==> src/rtl/spi_irq_pkg.sv <==
package spi_irq_pkg;
    localparam int FLAG_W  = 8;
    localparam int ERR_BIT = 7;
    localparam int SSL_BIT = 3;
    localparam int RXC_BIT = 2;
    localparam int TXC_BIT = 1;
    localparam int DRE_BIT = 0;
    localparam logic [3:0] FMT_ADDR = 4'h2;

    typedef enum logic [1:0] {
        TXN_IDLE,
        TXN_AWAIT_ADDR,
        TXN_ACCEPTED
    } txn_state_t;

    typedef enum logic [1:0] {
        KIND_NONE,
        KIND_STICKY,
        KIND_LEVEL
    } flag_kind_e;

    function automatic flag_kind_e kind_of(input int idx);
        if (idx == ERR_BIT || idx == SSL_BIT || idx == TXC_BIT) return KIND_STICKY;
        if (idx == RXC_BIT || idx == DRE_BIT) return KIND_LEVEL;
        return KIND_NONE;
    endfunction
endpackage

==> src/rtl/spi_ss_sync.sv <==
module spi_ss_sync #(
    parameter int STAGES = 2
) (
    input  logic clk,
    input  logic rst_n,
    input  logic pin,
    output logic fall,
    output logic rise
);
    logic [STAGES-1:0] chain;
    logic              prev;

    always_ff @(posedge clk) begin
        if (!rst_n) chain[0] <= 1'b1;
        else        chain[0] <= pin;
    end

    for (genvar i = 1; i < STAGES; i++) begin : g_stage
        always_ff @(posedge clk) begin
            if (!rst_n) chain[i] <= 1'b1;
            else        chain[i] <= chain[i-1];
        end
    end

    always_ff @(posedge clk) begin
        if (!rst_n) prev <= 1'b1;
        else        prev <= chain[STAGES-1];
    end

    assign fall = prev & ~chain[STAGES-1];
    assign rise = ~prev & chain[STAGES-1];


    single_fall_chk: assert property (@(posedge clk) disable iff (!rst_n)
        fall |=> !fall);
endmodule

==> src/rtl/spi_client_txn.sv <==
module spi_client_txn
    import spi_irq_pkg::*;
(
    input  logic clk,
    input  logic rst_n,
    input  logic is_host,
    input  logic addr_mode,
    input  logic ss_fall,
    input  logic ss_rise,
    input  logic addr_match,
    output logic txn_done
);
    txn_state_t state, state_nx;

    always_ff @(posedge clk) begin
        if (!rst_n) state <= TXN_IDLE;
        else        state <= state_nx;
    end

    always_comb begin
        state_nx = state;
        if (is_host) begin
            state_nx = TXN_IDLE;
        end else begin
            unique case (state)
                TXN_IDLE: begin
                    if (ss_fall) state_nx = addr_mode ? TXN_AWAIT_ADDR : TXN_ACCEPTED;
                end
                TXN_AWAIT_ADDR: begin
                    if (ss_rise)         state_nx = TXN_IDLE;
                    else if (addr_match) state_nx = TXN_ACCEPTED;
                end
                TXN_ACCEPTED: begin
                    if (ss_rise) state_nx = TXN_IDLE;
                end
                default: state_nx = TXN_IDLE;
            endcase
        end
    end

    always_comb begin
        txn_done = !is_host && ss_rise && (state == TXN_ACCEPTED);
    end


    host_idle_chk: assert property (@(posedge clk) disable iff (!rst_n)
        is_host |=> state == TXN_IDLE);

    done_returns_chk: assert property (@(posedge clk) disable iff (!rst_n)
        txn_done |=> state == TXN_IDLE);
endmodule

==> src/rtl/spi_flag_bank.sv <==
module spi_flag_bank
    import spi_irq_pkg::*;
(
    input  logic              clk,
    input  logic              rst_n,
    input  logic [FLAG_W-1:0] set_v,
    input  logic [FLAG_W-1:0] clr_v,
    input  logic [FLAG_W-1:0] lvl_v,
    output logic [FLAG_W-1:0] q
);
    for (genvar i = 0; i < FLAG_W; i++) begin : g_bit
        if (kind_of(i) == KIND_STICKY) begin : g_sticky
            always_ff @(posedge clk) begin
                if (!rst_n)        q[i] <= 1'b0;
                else if (set_v[i]) q[i] <= 1'b1;
                else if (clr_v[i]) q[i] <= 1'b0;
            end

            set_wins_chk: assert property (@(posedge clk) disable iff (!rst_n)
                set_v[i] |=> q[i]);
        end else if (kind_of(i) == KIND_LEVEL) begin : g_level
            always_ff @(posedge clk) begin
                if (!rst_n) q[i] <= 1'b0;
                else        q[i] <= lvl_v[i];
            end

            level_low_chk: assert property (@(posedge clk) disable iff (!rst_n)
                !lvl_v[i] |=> !q[i]);
        end else begin : g_none
            assign q[i] = 1'b0;
        end
    end
endmodule

==> src/rtl/spi_irq_flags.sv <==
module spi_irq_flags
    import spi_irq_pkg::*;
#(
    parameter int               ADDR_W   = 8,
    parameter logic [ADDR_W-1:0] FLAG_OFS = 'h18,
    parameter logic [ADDR_W-1:0] DATA_OFS = 'h28,
    parameter int               SYNC_STG = 2
) (
    input  logic              clk,
    input  logic              rst_n,
    input  logic              is_host,
    input  logic              ssl_det_en,
    input  logic [3:0]        frame_fmt,
    input  logic              rx_enable,
    input  logic              err_underrun,
    input  logic              err_overflow,
    input  logic              err_length,
    input  logic              ss_pin,
    input  logic              addr_match,
    input  logic              shift_done,
    input  logic              tx_pending,
    input  logic              rx_unread,
    input  logic              tx_empty,
    input  logic              bus_wr,
    input  logic              bus_rd,
    input  logic [ADDR_W-1:0] bus_addr,
    input  logic [7:0]        bus_wdata,
    input  logic [7:0]        irq_en,
    output logic [7:0]        flags,
    output logic              irq
);
    logic              ss_fall, ss_rise, txn_done;
    logic              wr_flag, wr_data, rd_data, err_any;
    logic [FLAG_W-1:0] set_v, clr_v, lvl_v, q;

    assign wr_flag = bus_wr && (bus_addr == FLAG_OFS);
    assign wr_data = bus_wr && (bus_addr == DATA_OFS);
    assign rd_data = bus_rd && (bus_addr == DATA_OFS);
    assign err_any = err_underrun | err_overflow | err_length;

    spi_ss_sync #(.STAGES(SYNC_STG)) u_sync (
        .clk(clk), .rst_n(rst_n), .pin(ss_pin), .fall(ss_fall), .rise(ss_rise)
    );

    spi_client_txn u_txn (
        .clk(clk), .rst_n(rst_n), .is_host(is_host),
        .addr_mode(frame_fmt == FMT_ADDR),
        .ss_fall(ss_fall), .ss_rise(ss_rise), .addr_match(addr_match),
        .txn_done(txn_done)
    );

    always_comb begin
        set_v = '0;
        clr_v = '0;
        lvl_v = '0;
        set_v[ERR_BIT] = err_any;
        set_v[SSL_BIT] = !is_host && ssl_det_en && ss_fall;
        set_v[TXC_BIT] = is_host ? (shift_done && !tx_pending) : txn_done;
        clr_v[ERR_BIT] = wr_flag && bus_wdata[ERR_BIT];
        clr_v[SSL_BIT] = wr_flag && bus_wdata[SSL_BIT];
        clr_v[TXC_BIT] = (wr_flag && bus_wdata[TXC_BIT]) || wr_data;
        lvl_v[RXC_BIT] = rx_enable && rx_unread && !rd_data;
        lvl_v[DRE_BIT] = tx_empty && !wr_data;
    end

    spi_flag_bank u_bank (
        .clk(clk), .rst_n(rst_n), .set_v(set_v), .clr_v(clr_v), .lvl_v(lvl_v), .q(q)
    );

    always_ff @(posedge clk) begin
        if (!rst_n) irq <= 1'b0;
        else        irq <= |(q & irq_en);
    end

    assign flags = q;


    err_set_chk: assert property (@(posedge clk) disable iff (!rst_n)
        (err_underrun || err_overflow || err_length) |=> flags[ERR_BIT]);

    err_hold_chk: assert property (@(posedge clk) disable iff (!rst_n)
        (flags[ERR_BIT] && !(bus_wr && bus_addr == FLAG_OFS && bus_wdata[ERR_BIT]))
        |=> flags[ERR_BIT]);

    dre_write_chk: assert property (@(posedge clk) disable iff (!rst_n)
        (bus_wr && bus_addr == DATA_OFS) |=> !flags[DRE_BIT]);

    irq_quiet_chk: assert property (@(posedge clk) disable iff (!rst_n)
        ((flags & irq_en) == 8'h00) |=> !irq);

    unused_zero_chk: assert property (@(posedge clk) disable iff (!rst_n)
        $past(bus_wr) |-> flags[6:4] == 3'b000);
endmodule

==> config.mk <==
export PLATFORM = sky130hd
export DESIGN_NAME = spi_irq_flags
export DESIGN_NICKNAME = d
export VERILOG_FILES = /design/src/rtl/spi_irq_pkg.sv /design/src/rtl/spi_ss_sync.sv /design/src/rtl/spi_client_txn.sv /design/src/rtl/spi_flag_bank.sv /design/src/rtl/spi_irq_flags.sv
export SDC_FILE = /design/constraint.sdc
export NUM_CORES = 1
export LEC_CHECK = 0
export BUFFER_PORTS_ARGS = -buffer_cell sky130_fd_sc_hd__buf_2
export CAP_MARGIN = 20
export CORE_MARGIN = 3
export CORE_UTILIZATION = 35
export CTS_BUF_LIST = sky130_fd_sc_hd__clkbuf_16
export DETAILED_ROUTE_END_ITERATION = 7
export MAX_ROUTING_LAYER = met4
export PLACE_DENSITY = 0.77
export SYNTH_ARGS = -nofsm -noshare
export SYNTH_HDL_FRONTEND = slang
export SYNTH_SLANG_ARGS = --single-unit
==> constraint.sdc <==
create_clock -name clk -period 1.5 [get_ports clk]
set_clock_uncertainty 0.2 [all_clocks]
set_input_delay 0 -clock clk [delete_from_list [all_inputs] [get_ports clk]]
set_output_delay 0 -clock clk [all_outputs]
set_load 0.03 [all_outputs]
==> results of run 1 <==
## final cells by class
cell class	instances	area [um2]	share of cell area [%]
clock buffers	3	75.1	6.58
clock inverters	1	3.75	0.329
inverters	1	3.75	0.329
well taps	15	18.8	1.64
flip-flops and latches	11	220	19.3
repair buffers	70	495	43.4
multi-input cells	44	324	28.4
## sequential cells by signal (all words and copies together), names as in the netlist
register	flops
u_bank.q	5
u_sync.prev	1
irq	1
u_sync.chain	2
u_txn.state	2
## per-stage QoR
stage	setup slack (ps)	hold slack (ps)	cell area, um2	cells
floorplan	268	-101	568	60
finish	29.1	6.54	1140	145
global placement	105	-18.4	766	112
CTS	7.87	-4.48	1130	145
global route	13.9	23.8	1140	145
detailed placement	63.0	-7.32	766	112
## critical path, cell delays in order
cell,delay (ps)
dlygate4sd3_1,540
buf_2,150
nand3b_1,210
a2111oi_4,360
o2bb2ai_1,120
## cells by family (layout without fill, tap and decap cells)
logic type	count (synthesis)	after routing	share of synthesized area (%)
simple gates	26	26	31.7
compound gates	15	15	23.0
flops	11	11	39.3
buf+inv	5	75	5.36
other cells	1	3	0.669
## power by group through the flow
stage | registers [uW] | clock network [uW] | logic, uW
global route | 315 | 493 | 204
detailed placement | 318 | 0 | 127
floorplan | 334 | 0 | 51.5
finish | 314 | 475 | 190
global placement | 318 | 0 | 123
CTS | 313 | 482 | 185
## cells in the mapped netlist, types with 2 or more instances
cell type | number | share of area (%)
buf_4 | 3 | 4.0
nand2b_1 | 9 | 10
a21oi_1 | 4 | 3.6
nand2_1 | 3 | 2.0
dfxtp_1 | 11 | 39
nor4bb_1 | 2 | 3.6
nand3b_1 | 3 | 4.0
nor3_1 | 2 | 1.8
## timing repair
item / 4_1_cts / 5_1_grt
hold endpoints to repair: 11 / 0
hold buffers: 29 / 0
gates resized for setup: 0 / 1
setup endpoints to repair: 0 / 2
## per-layer routing
| metal | vias to the layer above | global-route usage, % | routed length, um |
|---|---|---|---|
| li1 | 357 | - | - |
| met1 | 344 | 22.4 | 785 |
| met2 | 43 | 37.4 | 1130 |
| met3 | 6 | 3.95 | 138 |
| met4 | 0 | 16.5 | 64 |
| met5 | - | - | 0 |
## worst max path at each step
stage | start | endpoint | cells after the start
global route | bus_addr[5] | u_bank.q[1]$_SDFFE_PN0P_ | 5
CTS | bus_addr[5] | u_bank.q[1]$_SDFFE_PN0P_ | 5
global placement | bus_addr[1] | u_bank.q[1]$_SDFFE_PN0P_ | 4
finish | bus_addr[5] | u_bank.q[1]$_SDFFE_PN0P_ | 5
detailed placement | bus_addr[1] | u_bank.q[1]$_SDFFE_PN0P_ | 4
floorplan | bus_addr[1] | u_bank.q[1]$_SDFFE_PN0P_ | 3
==> results by group, run 1 <==
Setup path
  – Setup slack of the most critical reg-to-reg path: between 200 and 250 ps
  – Worst endpoint data arrival time: around 1400 ps
  – Endpoint of the worst register-to-register path: u_bank.q[3]$_SDFFE_PN0P_
  – CP Max Fanout: 5
  – FF-to-FF path depth: 3
  – Critical setup path kind: in2reg
  – Startpoint kind of the worst setup timing path: primary input
  – Nature of the critical path endpoint: register
  – Critical register-to-register path startpoint: u_sync.prev$_SDFF_PN1_
  – Critical path data required time: between 1000 and 1500 ps

Pwr
  – Part of the total power dissipated in sequential elements: around a third
  – Worst vdd ir: 0.000627 V
  – Switching power as a share of total power: between 20% and 30%
  – Cell Pwr Density: ~860 nW/um2
  – Net switching power figure: about 220 uW
  – Share of power burned in combinational logic: a little under 20%
  – Pint: 764 uW
  – Standby leakage power: between 0.0005 and 0.0006 uW
  – Final total power: 979 uW
  – Clock network power share: about half

STA
  – Max-slew violation count: 0
  – Setup TNS: 0 ps
  – Final setup viols: 0
  – Final Critical Period: about 1500 ps
  – Setup repair after global routing missed its margin: no
  – Number of hold violations in the final report: 0
  – Final Cycle Share: between 90% and 100%
  – Highest attainable clock frequency: 0.680 GHz

Logic synthesis
  – Sequential cell area fraction in the yosys report: approximately 39%
  – Number of instances in the synthesized netlist: 58
  – Per-instance average area after synthesis: between 9 and 10 um2
  – Cell Area, Synth: 561 um2
  – FFs w/ async S/R, synth: 0%
  – Yosys cell types: 29
  – Primary FF master, synth: dfxtp_1
  – Number of warning messages in the yosys log: 0
  – Number of flops mapped to enable cells by yosys: 0
  – Number of synthesized register bits: 11

CTS
  – Clock Tree Root: clkbuf_16
  – H-tree depth reported by CTS: 1
  – TritonCTS clock tree: built
  – CTS Buf Count: 3
  – CTS max path bufs: 2
  – Clock latency reported for the late side of the worst-skew pair: 230 ps
  – Clock sinks: 11
  – Clock slew seen by the registers of the worst setup and hold paths: 40 ps
  – Number of setup buffers added after CTS: 0

Cells and area
  – Top library cells by usage in the layout, fill and taps aside: buf_2 (41), dlygate4sd3_1 (29), dfxtp_1 (11)
  – Share of cells above drive strength 1: 37.7%
  – Fin util: approximately four fifths
  – Layout Area Growth over Synthesis: 104%
  – Fill count: 87
  – Final layout net count: between 150 and 200
  – Most frequent standard cell in the layout excluding fill and tap cells: buf_2
  – N_diodes: 0

GRT
  – Global-route wire length before repair: 3120 um
  – Maximum number of pins on one net before global-route repair: 10
  – Number of global-route vias before repair: between 700 and 800
  – Initial antenna violation count: 0
  – Total gr overflow: 0
  – Global-route usage over all layers: ~22%

Floorplanning
  – Core outline area: 1400 um2
  – Initial core utilization: 40.1%
  – Site Rows: 13
  – Horiz. Die Dim: approximately 46 um
  – Height of the die: roughly 46 um
  – Die footprint: 2120 um2
  – IO Count: 53

Hold path
  – Terminating pin of the worst hold path: u_bank.q[1]$_SDFFE_PN0P_
  – Hold_sp: bus_addr[0]
  – Type of the most critical hold path: in2reg
  – Depth of the worst hold-timing path: 4

Routing
  – Number of DRC markers after the initial detailed-route iteration: 17
  – Final wirelength: 2120 um
  – Total via count after detailed routing: 750
  – Antenna-violating nets left: 0
  – Remaining routing DRC violations: 0
  – Count of TritonRoute iterations in the first routing pass: 6
  – WL per Instance: about 15 um
  – Via count normalized by instance count: 5.17

Placement
  – Number of I/O port buffers: 41
  – HPWL after DPL: about 1200 um
  – Routability congestion estimate: about 0.82

Job
  – Max Cap Viol: 0

Run status
  – Outcome: finished, final reports clean
Power figures use the tool's default switching activity.
==> run 2, diff against run 1 <==
--- a/config.mk
+++ b/config.mk
@@ -8,11 +8,11 @@
 export BUFFER_PORTS_ARGS = -buffer_cell sky130_fd_sc_hd__buf_2
 export CAP_MARGIN = 20
 export CORE_MARGIN = 3
-export CORE_UTILIZATION = 35
+export CORE_UTILIZATION = 37
 export CTS_BUF_LIST = sky130_fd_sc_hd__clkbuf_16
 export DETAILED_ROUTE_END_ITERATION = 7
 export MAX_ROUTING_LAYER = met4
-export PLACE_DENSITY = 0.77
+export PLACE_DENSITY = 0.81
 export SYNTH_ARGS = -nofsm -noshare
 export SYNTH_HDL_FRONTEND = slang
 export SYNTH_SLANG_ARGS = --single-unit
==> constraint.sdc (replaced) <==
create_clock -name clk -period 1.8 [get_ports clk]
set_clock_uncertainty 0.2 [all_clocks]
set_input_delay 0 -clock clk [delete_from_list [all_inputs] [get_ports clk]]
set_output_delay 0 -clock clk [all_outputs]
set_load 0.03 [all_outputs]
==> results by group, run 2 (synthesis results as in run 1) <==
Routing
  – Number of DRC markers after the initial detailed-route iteration: 9 (was 17)
  – Final wirelength: 2000 um (was 2120 um)
  – Remaining routing DRC violations: 0 (unchanged)
  – Via count normalized by instance count: 5.23 (was 5.17)
  – WL per Instance: 14.3 um (was 14.6 um)
  – Antenna-violating nets left: 0 (unchanged)
  – Total via count after detailed routing: 732 (was 750)
  – Count of TritonRoute iterations in the first routing pass: 5 (was 6)

GRT
  – Number of global-route vias before repair: 724 (was 757)
  – Maximum number of pins on one net before global-route repair: 12 (was 10)
  – Total gr overflow: 0 (unchanged)
  – Global-route usage over all layers: 22.6% (was 22.2%)
  – Initial antenna violation count: 0 (unchanged)
  – Global-route wire length before repair: 3130 um (was 3120 um)

Setup path
  – Critical register-to-register path startpoint: u_txn.state[0]$_SDFFE_PP0P_ (was u_sync.prev$_SDFF_PN1_)
  – Critical Path Start: bus_addr[5] (unchanged)
  – Bufs and invs on worst path: 3 (was 2)
  – Ordered cell list for the critical path: dlygate4sd3_1 > buf_2 > nand3b_1 > nor4_1 > dlygate4sd3_1 > a21oi_1 (was dlygate4sd3_1 > buf_2 > nand3b_1 > a2111oi_4 > o2bb2ai_1)
  – Critical setup path kind: in2reg (unchanged)
  – Startpoint kind of the worst setup timing path: primary input (unchanged)
  – CP Max Fanout: 5 (unchanged)
  – Setup slack of the most critical reg-to-reg path: 110 ps (was 230 ps)
  – Cell type group with the largest total delay on the critical path: buffers and inverters (unchanged)
  – Critical path data required time: 1710 ps (was 1410 ps)
  – Nature of the critical path endpoint: register (unchanged)
  – Endpoint of the worst register-to-register path: u_txn.state[0]$_SDFFE_PP0P_ (was u_bank.q[3]$_SDFFE_PN0P_)
  – Worst endpoint data arrival time: 1650 ps (was 1380 ps)
  – Max incr delay on CP: 580 ps (was 540 ps)
  – Most frequent cell on the critical path: dlygate4sd3_1
  – Slowest library cell on the worst path: dlygate4sd3_1 (unchanged)
  – FF-to-FF path depth: 4 (was 3)

Cells and area
  – Share of cells above drive strength 1: 39.2% (was 37.7%)
  – Most frequent standard cell in the layout excluding fill and tap cells: buf_2 (unchanged)
  – Most flop-heavy register: u_bank.q (unchanged)
  – N_diodes: 0 (unchanged)
  – Largest registers ranked by flip-flop count: u_bank.q (5), u_sync.chain (2), u_txn.state (2) (unchanged)
  – Number of flip-flops under the largest register name: 5 (unchanged)
  – Fin util: 79.9% (was 81.6%)
  – Layout Area Growth over Synthesis: 94.9% (was 104%)
  – Final layout net count: 170 (was 175)
  – Top library cells by usage in the layout, fill and taps aside: buf_2 (41), dlygate4sd3_1 (24), dfxtp_1 (11) (was buf_2 (41), dlygate4sd3_1 (29), dfxtp_1 (11))
  – Fill count: 94 (was 87)

CTS
  – CTS Buf Count: 3 (unchanged)
  – CTS max path bufs: 2 (unchanged)
  – Clock sinks: 11 (unchanged)
  – Clock Tree Root: clkbuf_16 (unchanged)
  – Number of setup buffers added after CTS: 0 (unchanged)
  – H-tree depth reported by CTS: 1 (unchanged)
  – TritonCTS clock tree: built (unchanged)
  – Clock latency reported for the late side of the worst-skew pair: 240 ps (was 230 ps)
  – Clock slew seen by the registers of the worst setup and hold paths: 40 ps (about the same)

Pwr
  – Cell Pwr Density: 743 nW/um2 (was 858 nW/um2)
  – Standby leakage power: 0.000490 uW (was 0.000503 uW)
  – Worst vdd ir: 0.000707 V (was 0.000627 V)

STA
  – Final Critical Period: roughly 1700 ps
  – Number of hold violations in the final report: 3 (was 0)
  – Final Cycle Share: between 90% and 100%
  – Final worst-path setup slack: 64.2 ps (was 29.1 ps)
  – Max-slew violation count: 0 (unchanged)
  – Hold slack: -24.4 ps (was 6.54 ps)
  – Highest attainable clock frequency: 0.576 GHz
  – Setup repair after global routing missed its margin: no (unchanged)
  – Setup TNS: 0 ps (unchanged)
  – Final setup viols: 0 (unchanged)

Placement
  – HPWL after DPL: 1170 um (was 1230 um)
  – Setup slack after placement: 390 ps (was 63.0 ps)
  – Number of I/O port buffers: 41 (unchanged)
  – Routability congestion estimate: 0.796 (was 0.817)

Hold path
  – Hold_sp: bus_addr[2] (was bus_addr[0])
  – Type of the most critical hold path: in2reg (unchanged)
  – Terminating pin of the worst hold path: u_bank.q[1]$_SDFFE_PN0P_ (unchanged)
  – Depth of the worst hold-timing path: 4 (unchanged)

Run status
  – Violated checks: negative hold slack
  – Outcome: finished with violations (was finished, final reports clean)

Floorplanning
  – Die footprint: 2020 um2 (was 2120 um2)
  – Core outline area: 1370 um2 (was 1400 um2)
  – Height of the die: 44.9 um (was 46.0 um)
  – Site Rows: 13 (unchanged)
  – Horiz. Die Dim: 44.9 um (was 46.0 um)
  – Initial core utilization: 41.0% (was 40.1%)
  – IO Count: 53 (unchanged)

Job
  – Max Cap Viol: 0 (unchanged)
==> run 2: timing repair <==
action / CTS / global route
endpoints found under the hold margin: 11 / 0
hold buffers: 25 / 0
setup endpoints to repair: 0 / 1
gates resized for setup: 0 / 1
==> run 2: routing by layer <==
metal  GRT usage (%)  vias up  part of all wire [%]
met5               -        -                     0
met4            13.5        0                   3.7
met3            5.18        8                   7.7
met2            39.8       39                    54
met1            22.2      338                    35
li1                -      347                     -
==> run 2: area by class of cell <==
class                   instances  area, um2  share of cell area (%)
multi-input cells              44        325                    29.8
inverters                       1       3.75                   0.344
flip-flops and latches         11        220                    20.2
clock buffers                   3       75.1                    6.87
well taps                      15       18.8                    1.72
clock inverters                 1       3.75                   0.344
repair buffers                 65        445                    40.8
==> run 2: report_power, final <==
| part | switching [uW] | internal (uW) | total [uW] |
|---|---|---|---|
| clock | 109 | 292 | 401 |
| combinational | 67.7 | 81.2 | 149 |
| sequential | 6.25 | 255 | 261 |
==> run 2: how the worst max path moves through the flow <==
stage                          endpoint  slack, ps  cells past startpoint
2_1_floorplan  u_bank.q[1]$_SDFFE_PN0P_        570                      3
3_3_place_gp   u_bank.q[1]$_SDFFE_PN0P_        400                      4
3_5_place_dp   u_bank.q[1]$_SDFFE_PN0P_        390                      4
4_1_cts        u_bank.q[1]$_SDFFE_PN0P_         40                      5
5_1_grt        u_bank.q[1]$_SDFFE_PN0P_          9                      4
6_report       u_bank.q[7]$_SDFFE_PN0P_         60                      6
==> run 2: worst min-delay path: stages <==
cell       delay [ps]
buf_2              80
or4b_4            130
a2111oi_4          50
o2bb2ai_1         120
==> run 2: through the flow <==
step	total power, uW	std cells	instance area (um2)
6_report	811	140	1090
5_1_grt	845	140	1090
4_1_cts	801	141	1090
3_5_place_dp	370	112	766
3_3_place_gp	367	112	766
2_1_floorplan	321	60	568
==> run 3, diff against run 2 <==
--- a/config.mk
+++ b/config.mk
@@ -11,8 +11,10 @@
 export CORE_UTILIZATION = 37
 export CTS_BUF_LIST = sky130_fd_sc_hd__clkbuf_16
 export DETAILED_ROUTE_END_ITERATION = 7
+export GPL_ROUTABILITY_DRIVEN = 0
 export MAX_ROUTING_LAYER = met4
 export PLACE_DENSITY = 0.81
+export SETUP_SLACK_MARGIN = 0.5
 export SYNTH_ARGS = -nofsm -noshare
 export SYNTH_HDL_FRONTEND = slang
 export SYNTH_SLANG_ARGS = --single-unit
==> results by group, run 3 (synthesis results as in run 1) <==
Run status
  – Outcome: finished with violations (unchanged)
  – Violated checks: negative hold slack (unchanged)

Routing
  – WL per Instance: 16.1 um (was 14.3 um)
  – Remaining routing DRC violations: 0 (unchanged)
  – Count of TritonRoute iterations in the first routing pass: 4 (was 5)
  – Via count normalized by instance count: 5.30 (was 5.23)
  – Antenna-violating nets left: 0 (unchanged)
  – Total via count after detailed routing: 747 (was 732)
  – Number of DRC markers after the initial detailed-route iteration: 16 (was 9)
  – Final wirelength: 2280 um (was 2000 um)

Hold path
  – Hold_sp: is_host (was bus_addr[2])
  – Depth of the worst hold-timing path: 4 (unchanged)
  – Type of the most critical hold path: in2reg (unchanged)
  – Terminating pin of the worst hold path: u_bank.q[3]$_SDFFE_PN0P_ (was u_bank.q[1]$_SDFFE_PN0P_)

GRT
  – Number of global-route vias before repair: 690 (was 724)
  – Global-route wire length before repair: 2900 um (was 3130 um)
  – Initial antenna violation count: 0 (unchanged)
  – Total gr overflow: 0 (unchanged)
  – Maximum number of pins on one net before global-route repair: 12 (unchanged)
  – Global-route usage over all layers: 21.2% (was 22.6%)

Cells and area
  – Most flop-heavy register: u_bank.q (unchanged)
  – Top library cells by usage in the layout, fill and taps aside: buf_2 (41), dlygate4sd3_1 (24), dfxtp_1 (11) (unchanged)
  – N_diodes: 0 (unchanged)
  – Largest registers ranked by flip-flop count: u_bank.q (5), u_sync.chain (2), u_txn.state (2) (unchanged)
  – Most frequent standard cell in the layout excluding fill and tap cells: buf_2 (unchanged)
  – Final layout net count: 171 (was 170)
  – Fill count: 90 (was 94)
  – Flip-flop and latch area: 220 um2 (unchanged)
  – Share of cells above drive strength 1: 38.9% (was 39.2%)
  – Number of standard cells in the layout, taps in and fillers out: 141 (was 140)
  – Layout Area Growth over Synthesis: 98.2% (was 94.9%)
  – Final instance area: 1110 um2 (was 1090 um2)
  – Number of flip-flops under the largest register name: 5 (unchanged)
  – Area taken by multi-input logic gates: 332 um2 (was 325 um2)

Setup path
  – Most frequent cell on the critical path: nor4bb_1 (was dlygate4sd3_1)
  – Setup slack of the most critical reg-to-reg path: 530 ps (was 110 ps)
  – FF-to-FF path depth: 3 (was 4)
  – Worst endpoint data arrival time: 1230 ps (was 1650 ps)
  – Slowest library cell on the worst path: nor4bb_1 (was dlygate4sd3_1)
  – Critical path data required time: 1770 ps (was 1710 ps)
  – Critical register-to-register path startpoint: u_sync.chain[1]$_SDFF_PN1_ (was u_txn.state[0]$_SDFFE_PP0P_)
  – Endpoint of the worst register-to-register path: u_bank.q[3]$_SDFFE_PN0P_ (was u_txn.state[0]$_SDFFE_PP0P_)
  – Max incr delay on CP: 390 ps (was 580 ps)
  – CP Max Fanout: 4 (was 5)
  – Ordered cell list for the critical path: nor4bb_1 > nor4bb_1 > a21oi_1 (was dlygate4sd3_1 > buf_2 > nand3b_1 > nor4_1 > dlygate4sd3_1 > a21oi_1)
  – Nature of the critical path endpoint: register (unchanged)
  – Critical setup path kind: reg2reg (was in2reg)
  – Startpoint kind of the worst setup timing path: register (was primary input)

CTS
  – Clock slew seen by the registers of the worst setup and hold paths: 50 ps (was 40 ps)
  – H-tree depth reported by CTS: 1 (unchanged)
  – CTS Buf Count: 3 (unchanged)
  – Clock sinks: 11 (unchanged)
  – Clock Tree Root: clkbuf_16 (unchanged)
  – CTS max path bufs: 2 (unchanged)
  – TritonCTS clock tree: built (unchanged)
  – Number of setup buffers added after CTS: 0 (unchanged)
  – Clock latency reported for the late side of the worst-skew pair: 240 ps (about the same)

STA
  – Setup repair after global routing missed its margin: no (unchanged)
  – Final Cycle Share: 70.3% (was 96.4%)
  – Max-slew violation count: 0 (unchanged)
  – Final setup viols: 0 (unchanged)
  – Setup TNS: 0 ps (unchanged)
  – Hold slack: -33.2 ps (was -24.4 ps)
  – Highest attainable clock frequency: 0.790 GHz (was 0.576 GHz)
  – Final Critical Period: 1270 ps (was 1740 ps)
  – Number of hold violations in the final report: 3 (unchanged)
  – Final worst-path setup slack: 535 ps (was 64.2 ps)

Floorplanning
  – Initial core utilization: 41.0% (unchanged)
  – Die footprint: 2020 um2 (unchanged)
  – Core outline area: 1370 um2 (unchanged)
  – Site Rows: 13 (unchanged)
  – IO Count: 53 (unchanged)
  – Height of the die: 44.9 um (unchanged)
  – Horiz. Die Dim: 44.9 um (unchanged)

Placement
  – Number of I/O port buffers: 41 (unchanged)
  – Standard cell area after detailed placement: 766 um2 (unchanged)
  – HPWL after DPL: 1170 um (unchanged)
  – Setup slack after placement: 390 ps (unchanged)
  – Number of cells after detailed placement: 112 (unchanged)

Pwr
  – Share of power burned in combinational logic: 19.3% (was 18.4%)
  – Standby leakage power: 0.000510 uW (was 0.000490 uW)
  – Pint: 633 uW (was 628 uW)
  – Net switching power figure: 187 uW (was 183 uW)
  – Switching power as a share of total power: 22.8% (was 22.6%)
  – Part of the total power dissipated in sequential elements: 31.9% (was 32.2%)
  – Clock network power share: 48.8% (was 49.4%)
  – Worst vdd ir: 0.000609 V (was 0.000707 V)
  – Cell Pwr Density: 738 nW/um2 (was 743 nW/um2)

Job
  – Max Cap Viol: 0 (unchanged)
-- run 3: area by class of cell --
class | count | share of cell area [%]
sequential | 11 | 19.8
timing repair buffer | 66 | 41.2
clock buffer | 3 | 6.76
multi-input combinational | 44 | 29.8
tap | 15 | 1.69
inverter | 1 | 0.338
clock inverter | 1 | 0.338
-- run 3: worst max-delay path by stage --
stage	start	to	slack (ps)
2_1_floorplan	bus_addr[1]	u_bank.q[1]$_SDFFE_PN0P_	570
5_1_grt	u_sync.chain[1]$_SDFF_PN1_	u_bank.q[3]$_SDFFE_PN0P_	510
3_5_place_dp	bus_addr[1]	u_bank.q[1]$_SDFFE_PN0P_	390
3_3_place_gp	bus_addr[1]	u_bank.q[1]$_SDFFE_PN0P_	400
6_report	u_sync.chain[1]$_SDFF_PN1_	u_bank.q[3]$_SDFFE_PN0P_	530
4_1_cts	bus_addr[6]	u_bank.q[7]$_SDFFE_PN0P_	530
-- run 3: critical path, delay by kind of cell (launching register included) --
| family | cells | cell delay, ps |
|---|---|---|
| flip-flops | 1 | 320 |
| AND/OR/NAND/NOR | 2 | 510 |
| AO/OA/AOI/OAI | 1 | 170 |
-- run 3: what timing repair did --
item | CTS | global route
gates resized for setup | 0 | 4
endpoints found under the hold margin | 11 | 4
hold buffers | 21 | 4
setup endpoints to repair | 0 | 4
-- run 3: power groups by stage --
| stage | logic, uW | registers (uW) | clock network [uW] |
|---|---|---|---|
| 4_1_cts | 141 | 261 | 396 |
| 2_1_floorplan | 42.9 | 279 | 0 |
| 3_3_place_gp | 102 | 265 | 0 |
| 5_1_grt | 168 | 262 | 419 |
| 6_report | 158 | 262 | 400 |
| 3_5_place_dp | 105 | 265 | 0 |
-- run 3: through the flow --
stage | util (%) | power, uW | hold WS (ps)
floorplan | - | 321 | -101
global placement | 56.0 | 367 | -17.9
detailed placement | 56.0 | 370 | -15.1
CTS | 77.2 | 798 | -99.0
global route | 81.3 | 849 | 1.26
finish | 81.3 | 819 | -33.2
-- run 3: routing by layer --
| metal | vias to the layer above | share of wire [%] | track usage (%) |
|---|---|---|---|
| met3 | 14 | 7.7 | 4.78 |
| met5 | - | 0 | - |
| met4 | 0 | 6.1 | 14.6 |
| li1 | 352 | - | - |
| met2 | 49 | 52 | 36.4 |
| met1 | 332 | 34 | 21.0 |
